$ cat config.mk
export PLATFORM = sky130hd
export DESIGN_NAME = ibyte_prefetch
export DESIGN_NICKNAME = d
export VERILOG_FILES = /design/src/rtl/ibp_pkg.sv /design/src/rtl/ibp_fetch_ctrl.sv /design/src/rtl/ibp_byte_queue.sv /design/src/rtl/ibp_operand_view.sv /design/src/rtl/ibyte_prefetch.sv
export SDC_FILE = /design/constraint.sdc
export NUM_CORES = 1
export LEC_CHECK = 0
export ABC_AREA = 1
export CORE_AREA = 10 10 143 145
export CTS_CLUSTER_DIAMETER = 60
export DETAILED_ROUTE_END_ITERATION = 12
export DIE_AREA = 0 0 153 155
export DONT_BUFFER_PORTS = 1
export PLACE_DENSITY = 0.58
export SETUP_SLACK_MARGIN = 0.1
export SLEW_MARGIN = 20
export SYNTH_ARGS = -nofsm -noshare
export SYNTH_HDL_FRONTEND = slang
export SYNTH_SLANG_ARGS = --single-unit
$ cat constraint.sdc
create_clock -name clk -period 11.7 [get_ports clk]
set_input_delay 2.34 -clock clk [delete_from_list [all_inputs] [get_ports clk]]
set_output_delay 2.34 -clock clk [all_outputs]
set_load 0.01 [all_outputs]
$ cat src/rtl/ibp_pkg.sv
package ibp_pkg;
  localparam int WORD_BYTES = 4;
  localparam int BYTE_W     = 8;
  localparam int WORD_W     = WORD_BYTES * BYTE_W;
  localparam int LANE_W     = $clog2(WORD_BYTES);
endpackage

$ cat src/rtl/ibp_fetch_ctrl.sv
// Word-address register, its incrementer, and the one-outstanding request tracker.
module ibp_fetch_ctrl
  import ibp_pkg::*;
#(
  parameter int ADDR_W = 32,
  parameter int BUF_BYTES = 6,
  parameter int OCC_W = 3,
  parameter logic [ADDR_W-1:0] RESET_PC = '0
) (
  input  logic                     clk,
  input  logic                     rst_n,
  input  logic                     redir_valid,
  input  logic [ADDR_W-1:0]        redir_pc,
  input  logic [OCC_W-1:0]         occ,
  input  logic                     mem_req_ready,
  input  logic                     mem_rsp_valid,
  output logic                     mem_req_valid,
  output logic [ADDR_W-LANE_W-1:0] mem_req_addr,
  output logic                     word_accept,
  output logic [LANE_W-1:0]        skip_lanes
);
  localparam int WADDR_W = ADDR_W - LANE_W;
  localparam logic [OCC_W-1:0] ROOM_LIMIT = OCC_W'(BUF_BYTES - WORD_BYTES);

  logic [WADDR_W-1:0] waddr_q, waddr_inc;
  logic [LANE_W-1:0]  skip_q;
  logic               pending_q, stale_q;
  logic               room, fire;

  // dedicated incrementer, separate from any datapath adder
  assign waddr_inc = waddr_q + WADDR_W'(1);

  assign room          = (occ <= ROOM_LIMIT);
  assign mem_req_valid = !pending_q && room && !redir_valid;
  assign fire          = mem_req_valid && mem_req_ready;
  assign mem_req_addr  = waddr_q;
  assign word_accept   = mem_rsp_valid && pending_q && !stale_q && !redir_valid;
  assign skip_lanes    = skip_q;

  always_ff @(posedge clk) begin
    if (!rst_n) begin
      waddr_q   <= RESET_PC[ADDR_W-1:LANE_W];
      skip_q    <= RESET_PC[LANE_W-1:0];
      pending_q <= 1'b0;
      stale_q   <= 1'b0;
    end else if (redir_valid) begin
      waddr_q   <= redir_pc[ADDR_W-1:LANE_W];
      skip_q    <= redir_pc[LANE_W-1:0];
      pending_q <= pending_q && !mem_rsp_valid;
      stale_q   <= pending_q && !mem_rsp_valid;
    end else begin
      if (fire) begin
        waddr_q   <= waddr_inc;
        pending_q <= 1'b1;
      end
      if (mem_rsp_valid && pending_q) begin
        pending_q <= 1'b0;
        stale_q   <= 1'b0;
        if (!stale_q) skip_q <= '0;
      end
    end
  end
endmodule

$ cat src/rtl/ibp_byte_queue.sv
// Six-byte shift queue: head at byte 0, take from the head, append at the tail.
module ibp_byte_queue
  import ibp_pkg::*;
#(
  parameter int BUF_BYTES = 6,
  parameter int OCC_W = 3
) (
  input  logic                    clk,
  input  logic                    rst_n,
  input  logic                    flush,
  input  logic [1:0]              take_n,
  input  logic                    word_in_valid,
  input  logic [WORD_W-1:0]       word_in,
  input  logic [LANE_W-1:0]       skip,
  output logic [OCC_W-1:0]        occ,
  output logic [BUF_BYTES*BYTE_W-1:0] bytes_out
);
  localparam int BUF_W = BUF_BYTES * BYTE_W;
  localparam int CNT_W = OCC_W + 1;

  logic [BUF_W-1:0]  q_r, q_shift, q_ext, q_next;
  logic [WORD_W-1:0] aligned;
  logic [OCC_W-1:0]  occ_r, base;
  logic [CNT_W-1:0]  add_n, tail;

  assign base    = occ_r - OCC_W'(take_n);
  assign add_n   = word_in_valid ? (CNT_W'(WORD_BYTES) - CNT_W'(skip)) : '0;
  assign tail    = {1'b0, base} + add_n;
  assign q_shift = q_r >> {take_n, 3'b000};
  assign aligned = word_in >> {skip, 3'b000};
  assign q_ext   = BUF_W'(aligned) << {base, 3'b000};

  for (genvar i = 0; i < BUF_BYTES; i++) begin : g_slot
    localparam logic [CNT_W-1:0] IDX = CNT_W'(i);
    always_comb begin
      if (IDX >= {1'b0, base} && IDX < tail)
        q_next[i*BYTE_W +: BYTE_W] = q_ext[i*BYTE_W +: BYTE_W];
      else
        q_next[i*BYTE_W +: BYTE_W] = q_shift[i*BYTE_W +: BYTE_W];
    end
  end

  always_ff @(posedge clk) begin
    if (!rst_n) begin
      occ_r <= '0;
      q_r   <= '0;
    end else if (flush) begin
      occ_r <= '0;
    end else begin
      occ_r <= OCC_W'(tail);
      q_r   <= q_next;
    end
  end

  assign occ       = occ_r;
  assign bytes_out = q_r;
endmodule

$ cat src/rtl/ibp_operand_view.sv
// Presents head operands and resolves the consume handshake.
module ibp_operand_view
  import ibp_pkg::*;
#(
  parameter int BUF_BYTES = 6,
  parameter int OCC_W = 3
) (
  input  logic [BUF_BYTES*BYTE_W-1:0] bytes_in,
  input  logic [OCC_W-1:0]            occ,
  input  logic                        redir_valid,
  input  logic                        cons_valid,
  input  logic                        cons_two,
  output logic                        op_valid8,
  output logic [7:0]                  op8,
  output logic                        op_valid16,
  output logic [15:0]                 op16,
  output logic                        cons_ready,
  output logic [1:0]                  take_n
);
  assign op_valid8  = (occ >= OCC_W'(1));
  assign op_valid16 = (occ >= OCC_W'(2));
  assign op8        = bytes_in[7:0];
  assign op16       = {bytes_in[7:0], bytes_in[15:8]};
  assign cons_ready = !redir_valid && (cons_two ? op_valid16 : op_valid8);
  assign take_n     = (cons_valid && cons_ready) ? (cons_two ? 2'd2 : 2'd1) : 2'd0;
endmodule

$ cat src/rtl/ibyte_prefetch.sv
module ibyte_prefetch
  import ibp_pkg::*;
#(
  parameter int ADDR_W = 32,
  parameter int BUF_BYTES = 6,
  parameter logic [ADDR_W-1:0] RESET_PC = '0
) (
  input  logic              clk,
  input  logic              rst_n,
  input  logic              redir_valid,
  input  logic [ADDR_W-1:0] redir_pc,
  output logic              mem_req_valid,
  input  logic              mem_req_ready,
  output logic [ADDR_W-3:0] mem_req_addr,
  input  logic              mem_rsp_valid,
  input  logic [31:0]       mem_rsp_data,
  output logic              op_valid8,
  output logic [7:0]        op8,
  output logic              op_valid16,
  output logic [15:0]       op16,
  input  logic              cons_valid,
  input  logic              cons_two,
  output logic              cons_ready
);
  localparam int OCC_W = $clog2(BUF_BYTES + 1);

  logic [OCC_W-1:0]            occ;
  logic [BUF_BYTES*BYTE_W-1:0] q_bytes;
  logic                        word_accept;
  logic [LANE_W-1:0]           skip_lanes;
  logic [1:0]                  take_n;

  ibp_fetch_ctrl #(
    .ADDR_W(ADDR_W), .BUF_BYTES(BUF_BYTES), .OCC_W(OCC_W), .RESET_PC(RESET_PC)
  ) u_fetch (
    .clk(clk), .rst_n(rst_n),
    .redir_valid(redir_valid), .redir_pc(redir_pc),
    .occ(occ),
    .mem_req_ready(mem_req_ready), .mem_rsp_valid(mem_rsp_valid),
    .mem_req_valid(mem_req_valid), .mem_req_addr(mem_req_addr),
    .word_accept(word_accept), .skip_lanes(skip_lanes)
  );

  ibp_byte_queue #(.BUF_BYTES(BUF_BYTES), .OCC_W(OCC_W)) u_queue (
    .clk(clk), .rst_n(rst_n),
    .flush(redir_valid), .take_n(take_n),
    .word_in_valid(word_accept), .word_in(mem_rsp_data), .skip(skip_lanes),
    .occ(occ), .bytes_out(q_bytes)
  );

  ibp_operand_view #(.BUF_BYTES(BUF_BYTES), .OCC_W(OCC_W)) u_view (
    .bytes_in(q_bytes), .occ(occ), .redir_valid(redir_valid),
    .cons_valid(cons_valid), .cons_two(cons_two),
    .op_valid8(op_valid8), .op8(op8), .op_valid16(op_valid16), .op16(op16),
    .cons_ready(cons_ready), .take_n(take_n)
  );
endmodule

==> impl_results.md, run 1 <==
- Gr ovfl total: 0
- R2r worst-path depth: 17
- Largest vdd supply drop: 82.9 uV
- Worst-path fanout max: 39
- Hold path depth: 2
- Data arrival at the endpoint of the critical path: 7.43 ns
- Part of the total power dissipated in combinational logic: 0.149
- Tmin final: approximately 7.2 ns
- Number of vias per cell: 5.35
- Number of buffers between clock root and the deepest sink: 2
- Number of levels the H-tree was split into: 3
- Count of endpoints failing setup in the final report: 0
- GRT Overall Usage: 0.186
- Kind of critical path: primary input to flip-flop
- Kind of launch point of the worst setup path: primary input
- Vias in the first global route: ~6500
- Outcome: completed
- Synth Instances: 1199
- Hold Worst Slack: between 0.4 and 0.5 ns
- Warnings, synthesis: 0
- Clock Pin Slew Worst Setup and Hold Paths: 0.07 ns
- Layout net count: between 1000 and 1500
- Remaining antenna violation count after routing: 0
- Ratio of final minimum period to clock period: 0.614
- Power density over cell area: 100 nW/um2
- Number of register bits inferred by synthesis: 85
- Average routed wire per standard cell: 16.9 um
- Leakage dissipation: 3.12 nW
- Post-Synthesis Net Count: 1277
- Effective utilization at floorplan: 0.394
- Sequential element share of the synthesized area: 0.245
- Clock Sink Count: 85
- Part of the power in the clock network: 0.396
- Switching Power: 0.000230 W
- Switching share of total power: 0.324
- Critical path data required time: 11.95 ns
- Pins over their slew limit: 0
- Ant diodes: 0
- Mapped cell area: 6960 um2
- Root buffer cell: sky130_fd_sc_hd__clkbuf_16
- Number of cells in the finished layout apart from fillers: around 1400
- Later-pin clock latency in the skew report: 0.35 ns
- Transition time at the pin with the least slew margin: 0.998 ns
- Clock tree from TritonCTS: yes
- Die X-Extent: 153 um
- Cell variety after synth: 45
- Count of fill cells added during filler insertion: 1949
- Fraction of final layout cells sized beyond drive strength 1: 0.0510
- First-pass GRT wire length: 36500 um
- Port Buffers: 0
- HPWL after detailed placement: 17700 um
- Fmax: 139 MHz
- Placeable core region: 17700 um2
- Gates resized, CTS repair: 0
- Primary FF master, synth: sky130_fd_sc_hd__dfxtp_1
- Area of the die: 23700 um2
- Type of the most critical hold path: flip-flop to flip-flop
- Detailed Routing Iterations Pass 1: 5
- Sequential share of power: 0.455
- Area growth syn-to-layout: 2.21%
- Dpl cells: 1350
- Number of clock buffers inserted by TritonCTS: 9
- I/O pin cnt: 129
- DR iter-0 viols: 695
- Maximum number of pins on one net before global-route repair: ~40
- Overall via count from detail_route: 7308
- Fraction of synthesis flops using an asynchronous set or reset pin: 0
- Sum of negative setup slack: 0 ns
- Total power: just over 0.0007 W
- WL final: ~23000 um
- Relative slew margins: 0.332
- Mean post-synth cell area: 5.80 um2
- Clock skew: approximately 0.011 ns
- Total setup buffers inserted after CTS: 0
- Number of flops mapped to enable cells by yosys: 0
- Final estimated routing congestion in global placement: 0.953
- Number of hold-repair buffers added at the cts stage: 0
- Design internal power: 0.000482 W
- Unrepaired setup endpoints after global routing: false
- Rows: 49
- Final Hold Vio Count: 0
- Residual DRC count: 0
- Number of antenna violations at the first check in global routing: 0
- Vertical die dimension: 155 um
- Number of maximum-capacitance constraint violations: 0
- Critical Path Sink Type: flip-flop
-- cell usage in the layout, fill, tap and decap left out, types with 2 or more instances in the layout --
| cell type | Yosys | layout |
|---|---|---|
| sky130_fd_sc_hd__clkinv_1 | 6 | 6 |
| sky130_fd_sc_hd__dfxtp_1 | 85 | 84 |
| sky130_fd_sc_hd__nor2_2 | 3 | 4 |
| sky130_fd_sc_hd__buf_4 | 26 | 4 |
| sky130_fd_sc_hd__o31ai_1 | 5 | 5 |
| sky130_fd_sc_hd__xnor2_1 | 5 | 5 |
| sky130_fd_sc_hd__a31oi_1 | 14 | 14 |
| sky130_fd_sc_hd__clkinv_2 | 1 | 2 |
| sky130_fd_sc_hd__and3_1 | 2 | 2 |
| sky130_fd_sc_hd__inv_6 | 0 | 4 |
| sky130_fd_sc_hd__o21ai_1 | 4 | 4 |
| sky130_fd_sc_hd__clkbuf_16 | 0 | 9 |
| sky130_fd_sc_hd__inv_2 | 5 | 5 |
| sky130_fd_sc_hd__and2_1 | 3 | 3 |
| sky130_fd_sc_hd__or2_2 | 5 | 5 |
| sky130_fd_sc_hd__nand2_2 | 9 | 9 |
| sky130_fd_sc_hd__nor3_1 | 10 | 10 |
| sky130_fd_sc_hd__ha_1 | 5 | 5 |
| sky130_fd_sc_hd__nand3_1 | 138 | 138 |
| sky130_fd_sc_hd__o211ai_1 | 12 | 12 |
| sky130_fd_sc_hd__nand3b_1 | 10 | 10 |
| sky130_fd_sc_hd__nand3_4 | 4 | 4 |
| sky130_fd_sc_hd__inv_1 | 87 | 87 |
| sky130_fd_sc_hd__o21ai_0 | 70 | 70 |
| sky130_fd_sc_hd__xor2_1 | 8 | 8 |
| sky130_fd_sc_hd__nor2_1 | 102 | 101 |
| sky130_fd_sc_hd__nand4_1 | 22 | 22 |
| sky130_fd_sc_hd__nand3_2 | 2 | 2 |
| sky130_fd_sc_hd__nand2_1 | 425 | 425 |
| sky130_fd_sc_hd__fa_1 | 2 | 2 |
| sky130_fd_sc_hd__nand2_4 | 2 | 2 |
| sky130_fd_sc_hd__a21oi_1 | 35 | 35 |
| sky130_fd_sc_hd__a22oi_1 | 12 | 12 |
| sky130_fd_sc_hd__o22ai_1 | 15 | 15 |
-- cells in the mapped netlist (6+ instances only) --
master                     number  area share
sky130_fd_sc_hd__a21oi_1       35       0.025
sky130_fd_sc_hd__o22ai_1       15       0.013
sky130_fd_sc_hd__nor2_1       102       0.055
sky130_fd_sc_hd__a22oi_1       12       0.013
sky130_fd_sc_hd__nand2_1      425        0.23
sky130_fd_sc_hd__nand3_1      138       0.099
sky130_fd_sc_hd__clkbuf_1      25       0.013
sky130_fd_sc_hd__nor3_1        10      0.0072
sky130_fd_sc_hd__buf_1          7      0.0038
sky130_fd_sc_hd__buf_4         26       0.028
sky130_fd_sc_hd__nand4_1       22       0.020
sky130_fd_sc_hd__buf_2         22       0.016
sky130_fd_sc_hd__nand2_2        9      0.0081
sky130_fd_sc_hd__o21ai_0       70       0.050
sky130_fd_sc_hd__clkinv_1       6      0.0032
sky130_fd_sc_hd__xor2_1         8       0.010
sky130_fd_sc_hd__o211ai_1      12       0.013
sky130_fd_sc_hd__a31oi_1       14       0.013
sky130_fd_sc_hd__inv_1         87       0.047
sky130_fd_sc_hd__nand3b_1      10       0.011
sky130_fd_sc_hd__dfxtp_1       85        0.24
-- metrics by stage --
step | util | cell area (um2) | setup WS, ns
after floorplan | - | 6960 | 6.25
after global placement | 0.387 | 6830 | 4.37
after detailed placement | 0.387 | 6830 | 4.22
after CTS | 0.403 | 7110 | 4.58
after global routing | 0.403 | 7110 | 4.14
final | 0.403 | 7110 | 4.52
-- final cells by class --
cell class,instances,area [um2],area share
multi-input combinational,932,4430,0.623
sequential,85,1700,0.240
inverter,100,379,0.0533
tap,229,287,0.0403
clock buffer,9,225,0.0317
clock inverter,7,56.3,0.00792
timing repair buffer,4,30.0,0.00422
-- worst max-delay path: stages --
cell and delay [ns]:
sky130_fd_sc_hd__inv_2 0.16, sky130_fd_sc_hd__nand3_1 0.15, sky130_fd_sc_hd__buf_4 0.39, sky130_fd_sc_hd__inv_2 0.21, sky130_fd_sc_hd__nand2_2 0.33, sky130_fd_sc_hd__inv_2 0.24
sky130_fd_sc_hd__fa_1 1.02, sky130_fd_sc_hd__clkinv_1 0.67, sky130_fd_sc_hd__ha_1 0.48, sky130_fd_sc_hd__a21o_1 0.18, sky130_fd_sc_hd__o21ai_4 0.34, sky130_fd_sc_hd__nand2_4 0.22
sky130_fd_sc_hd__nand2_1 0.36, sky130_fd_sc_hd__o211ai_1 0.14, sky130_fd_sc_hd__nand3_1 0.09, sky130_fd_sc_hd__nand2_1 0.05
-- worst paths after layout --
path | slack [ns] | end | start
max reg2reg | 6.14 | u_queue.bytes_out[26] | u_queue.occ[2]
max | 4.52 | u_queue.bytes_out[26] | redir_valid
min | 0.46 | u_queue.bytes_out[28] | u_queue.bytes_out[28]
min reg2reg | 0.46 | u_queue.bytes_out[28] | u_queue.bytes_out[28]
-- power groups by stage --
stage          clock network [W]  logic (W)  registers [W]
2_1_floorplan                  0  0.0000931       0.000320
3_3_place_gp                   0   0.000105       0.000331
3_5_place_dp                   0   0.000105       0.000331
4_1_cts                 0.000288   0.000106       0.000324
5_1_grt                 0.000297   0.000122       0.000327
6_report                0.000282   0.000106       0.000324
-- state kept, by name, summed over array words and instances (netlist names) --
name,count
u_queue.occ,3
u_fetch.mem_req_addr,30
u_queue.bytes_out,48
u_fetch.stale_q,1
u_fetch.pending_q,1
u_fetch.skip_lanes,2
-- logic make-up after synthesis --
family                   count (synthesis)  share of synthesized area
XOR/XNOR                                13                     0.0164
flip-flops                              85                      0.245
adder cells (fa/ha/maj)                  7                     0.0148
buffers and inverters                  182                      0.119
AO/OA/AOI/OAI                          174                      0.147
AND/OR/NAND/NOR                        738                      0.458
-- metal layers --
| layer | track usage | up-vias | share of wire |
|---|---|---|---|
| met1 | 0.266 | 3255 | 0.48 |
| met5 | 0 | - | 0 |
| met4 | 0.0654 | 0 | 0.025 |
| met2 | 0.265 | 256 | 0.42 |
| li1 | - | 3764 | - |
| met3 | 0.0408 | 33 | 0.075 |
Power figures use the tool's default switching activity.
==> inputs of run 2 (changes only) <==
--- a/config.mk
+++ b/config.mk
@@ -5,13 +5,13 @@
 export SDC_FILE = /design/constraint.sdc
 export NUM_CORES = 1
 export LEC_CHECK = 0
-export ABC_AREA = 1
-export CORE_AREA = 10 10 143 145
+export ABC_AREA = 0
+export CORE_AREA = 10 10 137 139
 export CTS_CLUSTER_DIAMETER = 60
 export DETAILED_ROUTE_END_ITERATION = 12
-export DIE_AREA = 0 0 153 155
+export DIE_AREA = 0 0 147 149
 export DONT_BUFFER_PORTS = 1
-export PLACE_DENSITY = 0.58
+export PLACE_DENSITY = 0.6
 export SETUP_SLACK_MARGIN = 0.1
 export SLEW_MARGIN = 20
 export SYNTH_ARGS = -nofsm -noshare
==> constraint.sdc (replaced) <==
create_clock -name clk -period 5.8 [get_ports clk]
set_input_delay 1.16 -clock clk [delete_from_list [all_inputs] [get_ports clk]]
set_output_delay 1.16 -clock clk [all_outputs]
set_load 0.01 [all_outputs]
==> run 2 against run 1 <==
Compared with the run above:
- non-clock buffer count increased by 8
- critical path depth decreased by 3
- register-to-register slack got worse by 4.7 ns
- routed wire length decreased by 9.8%
- synthesized cell count decreased by 35%
- via count decreased by 19%
- critical path type unchanged
- highest routed layer unchanged
==> impl_results.md, run 2 <==
- Largest vdd supply drop: 182 uV (+120%)
- Dpl cells: 927 (-31%)
- Warnings, synthesis: 0 (unchanged)
- Cell type with the highest aggregate area in the netlist: sky130_fd_sc_hd__dfxtp_1
- Rows: 47 (-4.1%)
- Fraction of final layout cells sized beyond drive strength 1: 0.0900 (+0.0390)
- Remaining antenna violation count after routing: 0 (unchanged)
- Fraction of synthesis flops using an asynchronous set or reset pin: 0 (unchanged)
- Data arrival at the endpoint of the critical path: 4.99 ns (-2.44 ns)
- HPWL after detailed placement: 15500 um (-12%)
- Number of antenna violations at the first check in global routing: 0 (unchanged)
- Number of clock buffers inserted by TritonCTS: 9 (unchanged)
- Mapped cell area: 6330 um2 (-9.0%)
- Number of levels the H-tree was split into: 3 (unchanged)
- Maximum number of pins on one net before global-route repair: 47 (+15%)
- Number of flops mapped to enable cells by yosys: 0 (unchanged)
- Residual DRC count: 0 (unchanged)
- I/O pin cnt: 129 (unchanged)
- Kind of launch point of the worst setup path: primary input
- Min-Delay Startpoint: u_queue.bytes_out[29]
- Ratio of final minimum period to clock period: 0.811
- Clock Pin Slew Worst Setup and Hold Paths: 0.06 ns (about the same)
- Final estimated routing congestion in global placement: 0.905 (-5.0%)
- Sum of negative setup slack: 0 ns (unchanged)
- DR iter-0 viols: 353 (-49%)
- Clock skew: 0.00813 ns (-0.00243 ns)
- Fmax: between 200 and 250 MHz
- Count of endpoints failing setup in the final report: 0 (unchanged)
- R2r worst-path depth: 10 (-7)
- Ant diodes: 0 (unchanged)
- Unrepaired setup endpoints after global routing: false
- Flip-flop count of the largest register, all copies and words added: 48 (unchanged)
- Post-Synthesis Net Count: 858 (-33%)
- Overall via count from detail_route: 5949 (-19%)
- Number of cells in the finished layout apart from fillers: 942 (-31%)
- Endpoint of the most critical register-to-register path: u_queue.bytes_out[16]
- Critical Path Sink Type: flip-flop
- Synth Instances: 780 (-35%)
- Type of the most critical hold path: flip-flop to flip-flop
- Number of hold-repair buffers added at the cts stage: 0 (unchanged)
- Critical path data required time: 6.09 ns (-5.86 ns)
- Cell variety after synth: 71 (+58%)
- GRT Overall Usage: 0.189 (+0.00319)
- Category of cells accounting for the largest share of critical-path delay: compound AO/OA/AOI/OAI gates
- Transition time at the pin with the least slew margin: 1.01 ns (+0.0163 ns)
- Primary FF master, synth: sky130_fd_sc_hd__dfxtp_1
- Cell types occupying the most area after synthesis: sky130_fd_sc_hd__dfxtp_1 (27%), sky130_fd_sc_hd__mux2i_1 (9.6%), sky130_fd_sc_hd__a21oi_1 (4.3%)
- Commonest non-fill, non-tap cells in the layout: sky130_fd_sc_hd__dfxtp_1 (84), sky130_fd_sc_hd__nand2_1 (65), sky130_fd_sc_hd__mux2i_1 (61), sky130_fd_sc_hd__nor2_1 (57), sky130_fd_sc_hd__a21oi_1 (54)
- Number of maximum-capacitance constraint violations: 0 (unchanged)
- Die X-Extent: 147 um (-3.9%)
- Vias in the first global route: 5953 (-8.3%)
- Min-Delay Endpoint: u_queue.bytes_out[29]
- Sequential element share of the synthesized area: 0.269 (+0.0241)
- Later-pin clock latency in the skew report: 0.35 ns (about the same)
- Cell with the biggest individual delay on the critical path: sky130_fd_sc_hd__or4b_1
- Vertical die dimension: 149 um (-3.9%)
- Clock tree from TritonCTS: yes
- WL final: 20900 um (-9.8%)
- Post-synth top cells: sky130_fd_sc_hd__dfxtp_1 (85), sky130_fd_sc_hd__nand2_1 (65), sky130_fd_sc_hd__mux2i_1 (61)
- Final Util: 0.405 (+0.00201)
- Leakage dissipation: 2.39 nW (-23%)
- Gates resized, CTS repair: 0 (unchanged)
- Relative slew margins: 0.321 (-0.0109)
- Layout net count: 796 (-34%)
- Area of the die: 21900 um2 (-7.6%)
- Mean post-synth cell area: 8.12 um2 (+40%)
- Placeable core region: 16200 um2 (-8.4%)
- Kind of critical path: primary input to flip-flop
- Most numerous cell in the Yosys netlist: sky130_fd_sc_hd__dfxtp_1
- Number of vias per cell: 6.32 (+18%)
- Pins over their slew limit: 0 (unchanged)
- Hold Worst Slack: 0.513 ns (+0.0551 ns)
- Outcome: completed
- Leading cell type in the layout, fill and taps excluded: sky130_fd_sc_hd__dfxtp_1
- Total setup buffers inserted after CTS: 0 (unchanged)
- Root buffer cell: sky130_fd_sc_hd__clkbuf_16
- Hold path depth: 2 (unchanged)
- Number of register bits inferred by synthesis: 85 (unchanged)
- Worst-path fanout max: 36 (-7.7%)
- Crit path largest cell delay: 0.58 ns (-0.44 ns)
- First-pass GRT wire length: 33400 um (-8.6%)
- Effective utilization at floorplan: 0.391 (-0.00243)
- Tmin final: 4.70 ns
- Gr ovfl total: 0 (unchanged)
- Detailed Routing Iterations Pass 1: 5 (unchanged)
- Final Hold Vio Count: 0 (unchanged)
- Power density over cell area: 209 nW/um2 (+110%)
- Area growth syn-to-layout: 3.36%
- Average routed wire per standard cell: 22.2 um (+31%)
- Share of Yosys cell area claimed by the top area cell type: 0.269 (+0.0241)
- Critical path cell sequence: clkinv_1 > o211ai_1 > nor2_1 > ha_1 > fa_1 > inv_1 > fa_1 > inv_1 > or4b_1 > o21ai_2 > a221o_1 > and3_1 > a221o_1
- R2R Path Start: u_fetch.skip_lanes[0]
- Clock Sink Count: 85 (unchanged)
- Port Buffers: 0 (unchanged)
- Number of buffers between clock root and the deepest sink: 2 (unchanged)
- Number of buffer and inverter stages on the critical path: 3 (-2)
- Flop2flop setup slack: 1.44 ns (-4.70 ns)
==> run 2: cell count changes after synthesis, moves of 29 or more <==
cell / change
sky130_fd_sc_hd__inv_1: -73
sky130_fd_sc_hd__o21ai_0: -29
sky130_fd_sc_hd__nand2_1: -360
sky130_fd_sc_hd__nor2_1: -44
sky130_fd_sc_hd__mux2i_1: +61
sky130_fd_sc_hd__nand3_1: -116
==> run 2: metal layers <==
| metal | track usage | up-vias | part of all wire |
|---|---|---|---|
| li1 | - | 2814 | - |
| met1 | 0.205 | 2887 | 0.38 |
| met2 | 0.321 | 204 | 0.49 |
| met3 | 0.0737 | 44 | 0.091 |
| met4 | 0.0852 | 0 | 0.037 |
| met5 | 0 | - | 0 |
==> run 2: cell type report <==
class,count,area [um2]
fillers,1675,9630
multi-input cells,594,4150
flip-flops and latches,85,1700
well taps,220,275
clock buffers,11,243
repair buffers,12,90.1
inverters,16,60.1
clock inverters,4,25.0
==> run 2: cells by family (layout without fill, tap and decap cells) <==
family                     Yosys count  after routing  synth area share
AOI/OAI and AO/OA                  245            245             0.280
muxes                               85             85             0.144
adders and majority gates            7              7            0.0162
buffers and inverters              101             43            0.0765
DFF                                 85             85             0.269
and+or+nand+nor                    239            239             0.189
xor gates and xnor gates            18             18            0.0249
==> run 2: worst max path at each step <==
| stage | startpoint | end | depth (start not counted) |
|---|---|---|---|
| CTS | redir_valid | u_queue.bytes_out[16] | 13 |
| global placement | redir_valid | u_queue.bytes_out[32] | 12 |
| finish | redir_valid | u_queue.bytes_out[16] | 13 |
| floorplan | cons_two | u_queue.bytes_out[10] | 18 |
| global route | redir_valid | u_queue.bytes_out[16] | 13 |
| detailed placement | redir_valid | u_queue.bytes_out[16] | 13 |
==> run 2: metrics by stage <==
step / total power, W / instance area [um2] / setup WS [ns]
after floorplan: 0.000805 / 6330 / 0.132
final: 0.00137 / 6540 / 1.10
after global routing: 0.00143 / 6540 / 0.806
after global placement: 0.000840 / 6280 / 0.924
after CTS: 0.00138 / 6540 / 1.15
after detailed placement: 0.000843 / 6280 / 0.780
==> run 2: worst min-delay path, delay by kind of cell (launching register included) <==
family          cells  cell delay [ns]
flops               1             0.33
compound gates      1             0.07
buf+inv             1             0.06
==> run 2: power breakdown <==
part	total [W]	switching [W]	internal (W)
logic	0.000185	0.000109	0.0000757
registers	0.000645	0.0000415	0.000603
clock network	0.000540	0.000242	0.000298
total	0.00137	0.000393	0.000977
==> inputs of run 3 (changes only) <==
--- a/config.mk
+++ b/config.mk
@@ -5,11 +5,11 @@
 export SDC_FILE = /design/constraint.sdc
 export NUM_CORES = 1
 export LEC_CHECK = 0
-export ABC_AREA = 0
-export CORE_AREA = 10 10 137 139
+export ABC_AREA = 1
+export CORE_AREA = 10 10 143 145
 export CTS_CLUSTER_DIAMETER = 60
 export DETAILED_ROUTE_END_ITERATION = 12
-export DIE_AREA = 0 0 147 149
+export DIE_AREA = 0 0 153 155
 export DONT_BUFFER_PORTS = 1
 export PLACE_DENSITY = 0.6
 export SETUP_SLACK_MARGIN = 0.1
==> constraint.sdc (replaced) <==
create_clock -name clk -period 4.2 [get_ports clk]
set_input_delay 0.84 -clock clk [delete_from_list [all_inputs] [get_ports clk]]
set_output_delay 0.84 -clock clk [all_outputs]
set_load 0.01 [all_outputs]
==> run 3 against run 2 <==
Compared with the run above:
- combinational power increased by 66%
- setup slack got worse by 0.41 ns
- sequential share of layout area decreased by 2.5 points
- final area increased by 11%
- clock power increased by 49%
- cell count increased by 47%
- non-clock buffer count increased by 9
- hold slack got worse by 0.061 ns
- critical path type is now flip-flop to flip-flop
- largest power group unchanged
==> impl_results.md, run 3 (synthesis results as in run 1) <==
- DR iter-0 viols: 666 (+89%)
- Final Util: 0.411 (+0.00586)
- Overall via count from detail_route: 7404 (+24%)
- Leakage dissipation: 3.20 nW (+34%)
- Residual DRC count: 0 (unchanged)
- Area growth syn-to-layout: 4.21%
- Number of clock buffers inserted by TritonCTS: 9 (unchanged)
- Gates resized, CTS repair: 0 (unchanged)
- Clock tree from TritonCTS: yes
- Die X-Extent: 153 um (+4.1%)
- Critical Path Sink Type: flip-flop
- Number of buffer and inverter stages on the critical path: 1 (-2)
- Count of endpoints failing setup in the final report: 0 (unchanged)
- Outcome: completed
- Final estimated routing congestion in global placement: 0.924 (+2.1%)
- Maximum number of pins on one net before global-route repair: 40 (-15%)
- Crit path largest cell delay: 0.53 ns (-0.05 ns)
- Ratio of final minimum period to clock period: 0.838
- Number of hold-repair buffers added at the cts stage: 0 (unchanged)
- GRT Overall Usage: 0.184 (-0.00454)
- Dpl cells: 1367 (+47%)
- Final Hold Vio Count: 0 (unchanged)
- Tmin final: 3.52 ns
- Clock Pin Slew Worst Setup and Hold Paths: 0.07 ns (about the same)
- Kind of critical path: flip-flop to flip-flop
- Remaining antenna violation count after routing: 0 (unchanged)
- Unrepaired setup endpoints after global routing: false
- HPWL after detailed placement: 17400 um (+12%)
- Vias in the first global route: 6604 (+11%)
- Clock skew: 0.0113 ns (+0.00321 ns)
- Commonest non-fill, non-tap cells in the layout: sky130_fd_sc_hd__nand2_1 (425), sky130_fd_sc_hd__nand3_1 (138), sky130_fd_sc_hd__nor2_1 (101), sky130_fd_sc_hd__inv_1 (86), sky130_fd_sc_hd__dfxtp_1 (85)
- Later-pin clock latency in the skew report: 0.36 ns (about the same)
- Number of cells in the finished layout apart from fillers: 1383 (+47%)
- Number of antenna violations at the first check in global routing: 0 (unchanged)
- First-pass GRT wire length: 36400 um (+9.0%)
- Flip-flop count of the largest register, all copies and words added: 48 (unchanged)
- Largest vdd supply drop: 181 uV (-0.51%)
- Cell with the biggest individual delay on the critical path: sky130_fd_sc_hd__fa_1
- Number of vias per cell: 5.35 (-15%)
- Fraction of final layout cells sized beyond drive strength 1: 0.0641 (-0.0259)
- Min-Delay Startpoint: u_queue.bytes_out[31]
- Origin of the worst setup path: u_queue.occ[2]
- Power density over cell area: 276 nW/um2 (+32%)
- Rows: 49 (+4.3%)
- I/O pin cnt: 129 (unchanged)
- Kind of launch point of the worst setup path: flip-flop
- Data arrival at the endpoint of the critical path: 3.76 ns (-1.23 ns)
- Hold Worst Slack: 0.452 ns (-0.0605 ns)
- Average routed wire per standard cell: 16.5 um (-26%)
- R2R Path Start: u_queue.occ[2]
- Critical path data required time: 4.44 ns (-1.65 ns)
- Worst-path fanout max: 22 (-39%)
- Number of maximum-capacitance constraint violations: 0 (unchanged)
- Leading cell type in the layout, fill and taps excluded: sky130_fd_sc_hd__nand2_1
- Placeable core region: 17700 um2 (+9.2%)
- Detailed Routing Iterations Pass 1: 5 (unchanged)
- Vertical die dimension: 155 um (+4.0%)
- Fmax: 284 MHz
- Sum of negative setup slack: 0 ns (unchanged)
- Transition time at the pin with the least slew margin: 1.07 ns (+0.0554 ns)
- Critical path cell sequence: nor2_1 > nand2_1 > nand3_1 > nor2_2 > ha_1 > fa_1 > clkinv_1 > ha_1 > a21o_1 > o21ai_4 > nand2_4 > nand2_1 > nand3_1 > nand3_1 > nand2_1
- Pins over their slew limit: 0 (unchanged)
- WL final: 22800 um (+9.2%)
- Clock Sink Count: 85 (unchanged)
- Effective utilization at floorplan: 0.394 (+0.00243)
- Ant diodes: 0 (unchanged)
- Number of levels the H-tree was split into: 3 (unchanged)
- Relative slew margins: 0.282 (-0.0388)
- Gr ovfl total: 0 (unchanged)
- Type of the most critical hold path: flip-flop to flip-flop
- Layout net count: 1227 (+54%)
- Port Buffers: 0 (unchanged)
- Total power: 0.00200 W (+46%)
- Number of buffers between clock root and the deepest sink: 2 (unchanged)
- Category of cells accounting for the largest share of critical-path delay: simple AND/OR/NAND/NOR gates
- Area of the die: 23700 um2 (+8.3%)
- Root buffer cell: sky130_fd_sc_hd__clkbuf_16
- Total setup buffers inserted after CTS: 0 (unchanged)
-- run 3: worst paths after layout --
path	endpoint	slack, ns	cells after the start
max reg2reg	u_queue.bytes_out[30]	0.68	15
min	u_queue.bytes_out[31]	0.45	2
max	u_queue.bytes_out[30]	0.68	15
min reg2reg	u_queue.bytes_out[31]	0.45	2
-- run 3: per-stage QoR --
stage          setup WS (ns)  instance area (um2)
2_1_floorplan          0.251                 6960
3_3_place_gp           0.388                 6950
3_5_place_dp           0.375                 6950
4_1_cts                0.709                 7250
5_1_grt                0.422                 7250
6_report               0.682                 7250
-- run 3: final cells by class --
cell class	instances	area, um2
Tap cell	229	287
Timing Repair Buffer	21	158
Fill cell	1976	10400
Sequential cell	85	1700
Multi-Input combinational cell	932	4430
Clock inverter	5	41.3
Inverter	100	379
Clock buffer	11	253
-- run 3: tightest hold or removal path, cell delays in order (launching register included) --
cell and delay [ns]:
sky130_fd_sc_hd__dfxtp_1 0.31, sky130_fd_sc_hd__nand2_1 0.06, sky130_fd_sc_hd__nand2_1 0.04
-- run 3: where the power goes --
part           internal (W)  leakage, nW  switching (W)
clock              0.000439        0.139       0.000363
combinational      0.000100         2.37       0.000207
sequential         0.000837        0.692      0.0000573
-- run 3: layer usage --
layer / GRT usage / share of wire / up-vias
li1: - / - / 3809
met5: 0 / 0 / -
met1: 0.265 / 0.49 / 3334
met3: 0.0256 / 0.057 / 28
met4: 0.0649 / 0.018 / 0
met2: 0.273 / 0.43 / 233
